### src/rtl/sym_ctl_serializer.sv
module sym_ctl_serializer #(
  parameter int SLOTS  = 48,
  parameter int WORD_W = 16,
  parameter int GAIN_W = 3
) (
  input  logic              clk_os,
  input  logic              rst_n,
  input  logic              baud_clk,
  input  logic              tx_en,
  input  logic [1:0]        sym_code,
  input  logic [GAIN_W-1:0] rx_gain,
  input  logic              loop_on,
  input  logic              boost,
  output logic              sdata
);
  localparam int SLOT_W = $clog2(SLOTS);
  localparam int IDX_W  = $clog2(WORD_W);
  localparam int RSV_W  = WORD_W - 5 - GAIN_W;

  logic [2:0]        bsync;
  logic              locked_q;
  logic [SLOT_W-1:0] slot_q;
  logic [WORD_W-1:0] word_q;

  wire rise  = bsync[1] & ~bsync[2];
  wire last  = slot_q == SLOT_W'(SLOTS - 1);
  wire next0 = rise | (locked_q & last);
  wire in_word = slot_q < SLOT_W'(WORD_W);
  wire [IDX_W-1:0] bit_idx = IDX_W'(WORD_W - 1) - slot_q[IDX_W-1:0];

  wire [WORD_W-1:0] host_word =
    {tx_en, tx_en ? sym_code : 2'b00, rx_gain, loop_on, boost, {RSV_W{1'b0}}};

  always_ff @(posedge clk_os or negedge rst_n) begin
    if (!rst_n) begin
      bsync    <= '0;
      locked_q <= 1'b0;
      slot_q   <= '0;
      word_q   <= '0;
    end else begin
      bsync <= {bsync[1:0], baud_clk};
      if (rise) locked_q <= 1'b1;
      if (next0) begin
        slot_q <= '0;
        word_q <= host_word;
      end else if (locked_q) begin
        slot_q <= slot_q + 1'b1;
      end
    end
  end

  always_ff @(negedge clk_os or negedge rst_n) begin
    if (!rst_n) sdata <= 1'b0;
    else        sdata <= locked_q & in_word & word_q[bit_idx];
  end

  AST_SLOT_RANGE: assert property (@(posedge clk_os) disable iff (!rst_n)
    slot_q < SLOT_W'(SLOTS));
  AST_FREE_WRAP: assert property (@(posedge clk_os) disable iff (!rst_n)
    (locked_q && last) |=> slot_q == '0);
  AST_IDLE_TAIL: assert property (@(posedge clk_os) disable iff (!rst_n)
    !in_word |-> !sdata);
  AST_RSVD_ZERO: assert property (@(posedge clk_os) disable iff (!rst_n)
    (slot_q >= SLOT_W'(WORD_W - RSV_W) && in_word) |-> !sdata);
  AST_ZERO_SYMBOL: assert property (@(posedge clk_os) disable iff (!rst_n)
    (locked_q && !word_q[WORD_W-1] && (slot_q == 1 || slot_q == 2)) |-> !sdata);
  AST_RESYNC: assert property (@(posedge clk_os) disable iff (!rst_n)
    rise |=> (slot_q == '0 && locked_q));
  AST_QUIET_UNLOCKED: assert property (@(posedge clk_os) disable iff (!rst_n)
    !locked_q |-> !sdata);
  AST_SHADOW_HOLD: assert property (@(posedge clk_os) disable iff (!rst_n)
    !next0 |=> $stable(word_q));
endmodule

### config.mk
export PLATFORM = sky130hd
export DESIGN_NAME = sym_ctl_serializer
export DESIGN_NICKNAME = d
export VERILOG_FILES = /design/src/rtl/sym_ctl_serializer.sv
export SDC_FILE = /design/constraint.sdc
export NUM_CORES = 1
export LEC_CHECK = 0
export ABC_CLOCK_PERIOD_IN_PS = 2400
export BUFFER_PORTS_ARGS = -buffer_cell sky130_fd_sc_hd__clkbuf_2
export CAP_MARGIN = 20
export CORE_AREA = 2 2 44 46
export DETAILED_ROUTE_END_ITERATION = 16
export DIE_AREA = 0 0 46 48
export PLACE_DENSITY = 0.72
export SLEW_MARGIN = 0
export SYNTH_ARGS = -nofsm -noshare
export SYNTH_HDL_FRONTEND = slang
export SYNTH_SLANG_ARGS = --single-unit
### constraint.sdc
create_clock -name clk_os -period 2.4 [get_ports clk_os]
set_input_delay 0.36 -clock clk_os [delete_from_list [all_inputs] [get_ports clk_os]]
set_output_delay 0.36 -clock clk_os [all_outputs]
set_load 0.01 [all_outputs]
==> flow_summary_export.csv <==
group,metric,value,unit
critical_path,critical_path.cell_chain,"mux4_2, mux2i_1, nor4_1",
placed_design,place.gp.congestion,0.817,
detailed_routing,drt-wirelength-per-cell,13.6,um
grt,grt_use_total,14.6,%
clocking,cts_buffer_depth,2,
clocking,clk_pin_slew,0.11,ns
outcome,outcome,"complete, but fails checks",
logic_synthesis,yosysWarnings,0,
outcome,violations,"negative setup slack",
finish,layout-drive-gt1-share,38.8,%
finish,area_growth,10.7,%
detailed_routing,vias,520,
timing,slew_headroom,81.1,%
critical_path,slowest_stage,"mux4_2",
critical_path,ff2ff_path_depth,3,
placed_design,port-buffer-count,11,
logic_synthesis,yosysTopAreaCellShare,51.1,%
finish,post-route-cell-area,975,um^2
clocking,numCtsBuffers,3,
finish,fin_nets,93,
finish,antenna_cells,0,
critical_path,arrival,1.45,ns
floorplan,dieHeight,48,um
grt,grt-ovfl-total,0,
grt,antenna_found_initial,0,
logic_synthesis,synthFlopType,"dfrtp_1",
timing,setup_viol,1,
logic_synthesis,synth_area,881,um^2
finish,final_cell_mix,"dfrtp_1, clkbuf_2, mux2_4",
floorplan,start_util,52.1,%
floorplan,row_count,15,
power_and_ir_drop,p_per_area,777,mW/mm^2
critical_path,start_kind,"register",
logic_synthesis,netlist_top_cells_area,"dfrtp_1, mux2_4, mux4_2",
logic_synthesis,synth_nets,77,
min_path,min_path_type,"in -> async",
clocking,cts_hold_repair.buffers,0,
logic_synthesis,synth_edf_count,0,
timing,slew_viol_final,0,
detailed_routing,drt-initial-drc-count,5,
critical_path,r2r_start,"slot_q[0]$_DFFE_PN0P_",
placed_design,post-dp-hpwl,986,um
clocking,tritoncts,"done",
finish,layout_commonest_cell,"dfrtp_1",
critical_path,crit_end,"sdata$_DFF_NN0_",
grt,grt_pass1_wl,2170,um
logic_synthesis,avgSynthCellArea,13.6,um^2
critical_path,startpoint,"slot_q[0]$_DFFE_PN0P_",
detailed_routing,drc,0,
floorplan,die_area,0.00221,mm^2
critical_path,end_kind,"register",
timing,rsz0062_at_grt,"true",
clocking,numClockSinks,19,
placed_design,place_area,948,um^2
logic_synthesis,ys_async_sr_fraction,100,%
clocking,clock_latency,0.29,ns
timing,worst_pin_slew,0.284,ns
clocking,ctsRootBufferMaster,"clkbuf_4",
critical_path,cp_max_fo,3,
floorplan,core-area,0.00169,mm^2
timing,whs,0.0233,ns
critical_path,max_stage_delay,0.52,ns
detailed_routing,drtPass1Iterations,2,
grt,grt_max_degree,19,
logic_synthesis,netlist_instances,65,
critical_path,crit_type,"reg -> reg",
power_and_ir_drop,p_leak,0.000471,uW
critical_path,required,1.34,ns
timing,fin_skew,0.00724,ns
logic_synthesis,synth_cell_types,28,
clocking,htree_levels,1,
logic_synthesis,synth_top_area_cell,"dfrtp_1",
floorplan,pin_count,12,
power_and_ir_drop,vdd_drop_max,0.410,mV
timing,hold_viol,0,
logic_synthesis,synth-seq-cells,19,
detailed_routing,drt-total-wl,1320,um
timing,fin_ws,-0.108,ns
critical_path,r2r_slack,-0.11,ns
finish,final_core_util,57.7,%
floorplan,die_w,46,um
detailed_routing,ant_nets,0,
flow_run,drv_cap,0,
detailed_routing,vias_per_cell,5.36,
logic_synthesis,ys_seq_area_share,54.0,%
grt,grt_pass1_vias,498,
critical_path,reg2reg_to,"sdata$_DFF_NN0_",
[power breakdown]
group | total, uW | internal (uW) | switching (uW)
registers | 430 | 378 | 52.4
clock network | 158 | 64.6 | 92.9
logic | 170 | 102 | 67.5
total | 757 | 544 | 213
[critical path: cells and delay by family, from the launching register on]
family	cells	cell delay (ns)
multiplexers	2	0.67
AND/OR/NAND/NOR	1	0.06
flip-flops	1	0.42
[state kept, by name, indices dropped and copies added (netlist names)]
name      count
locked_q      1
slot_q        6
sdata         1
bsync         3
word_q        8
[routing by layer]
metal  vias to the layer above  track usage [%]  share of wire, %
li1                        255                -                 -
met5                         -                0                 0
met2                        11             22.5                48
met4                         0             10.3              0.84
met1                       252             18.8                47
met3                         2             2.26               3.4
[how the worst min path moves through the flow]
stage	depth (start not counted)	slack [ns]	to
final	2	0.02	slot_q[4]$_DFFE_PN0P_
after global routing	2	0.04	locked_q$_DFFE_PN0P_
after CTS	2	0.02	slot_q[4]$_DFFE_PN0P_
after detailed placement	0	0.33	bsync[1]$_DFF_PN0_
after global placement	0	0.33	bsync[1]$_DFF_PN0_
after floorplan	0	0.06	bsync[0]$_DFF_PN0_
[kinds of logic after synthesis]
kind of cell | share of synthesized area, %
and+or+nand+nor | 14.3
buffers and inverters | 4.40
DFF | 54.0
muxes | 20.0
adders and majority gates | 1.42
AOI/OAI and AO/OA | 3.83
xor gates and xnor gates | 1.99
[per-stage QoR]
step / total power (uW) / std cells / setup TNS (ns) / setup slack [ns]
global placement: 601 / 93 / -0.0527 / -0.0527
finish: 757 / 97 / -0.108 / -0.108
global route: 808 / 97 / -0.166 / -0.166
detailed placement: 609 / 93 / -0.102 / -0.102
floorplan: 555 / 65 / -0.0660 / -0.0660
CTS: 770 / 97 / -0.117 / -0.117
[final cells by class]
cell class / instances / area (um^2)
sequential: 19 / 475
multi-input combinational: 41 / 367
tap: 17 / 21.3
timing repair buffer: 14 / 77.6
fill: 153 / 714
inverter: 2 / 7.51
clock buffer: 4 / 26.3
[repair_timing]
action,CTS,global route
setup endpoints to repair,1,2
resized for setup,0,1
hold endpoints to repair,0,0
setup buffers,0,0
[cell usage after synthesis (all sizes together), types with 2 or more instances]
cell and count:
dfrtp 18, mux4 2, nor2 4, a21oi 3, nand2b 4, buf 2
xor2 2, o21ai 2, nand2 3, mux2 7, mux2i 3, inv 2
(Power assumes the default switching activity.)
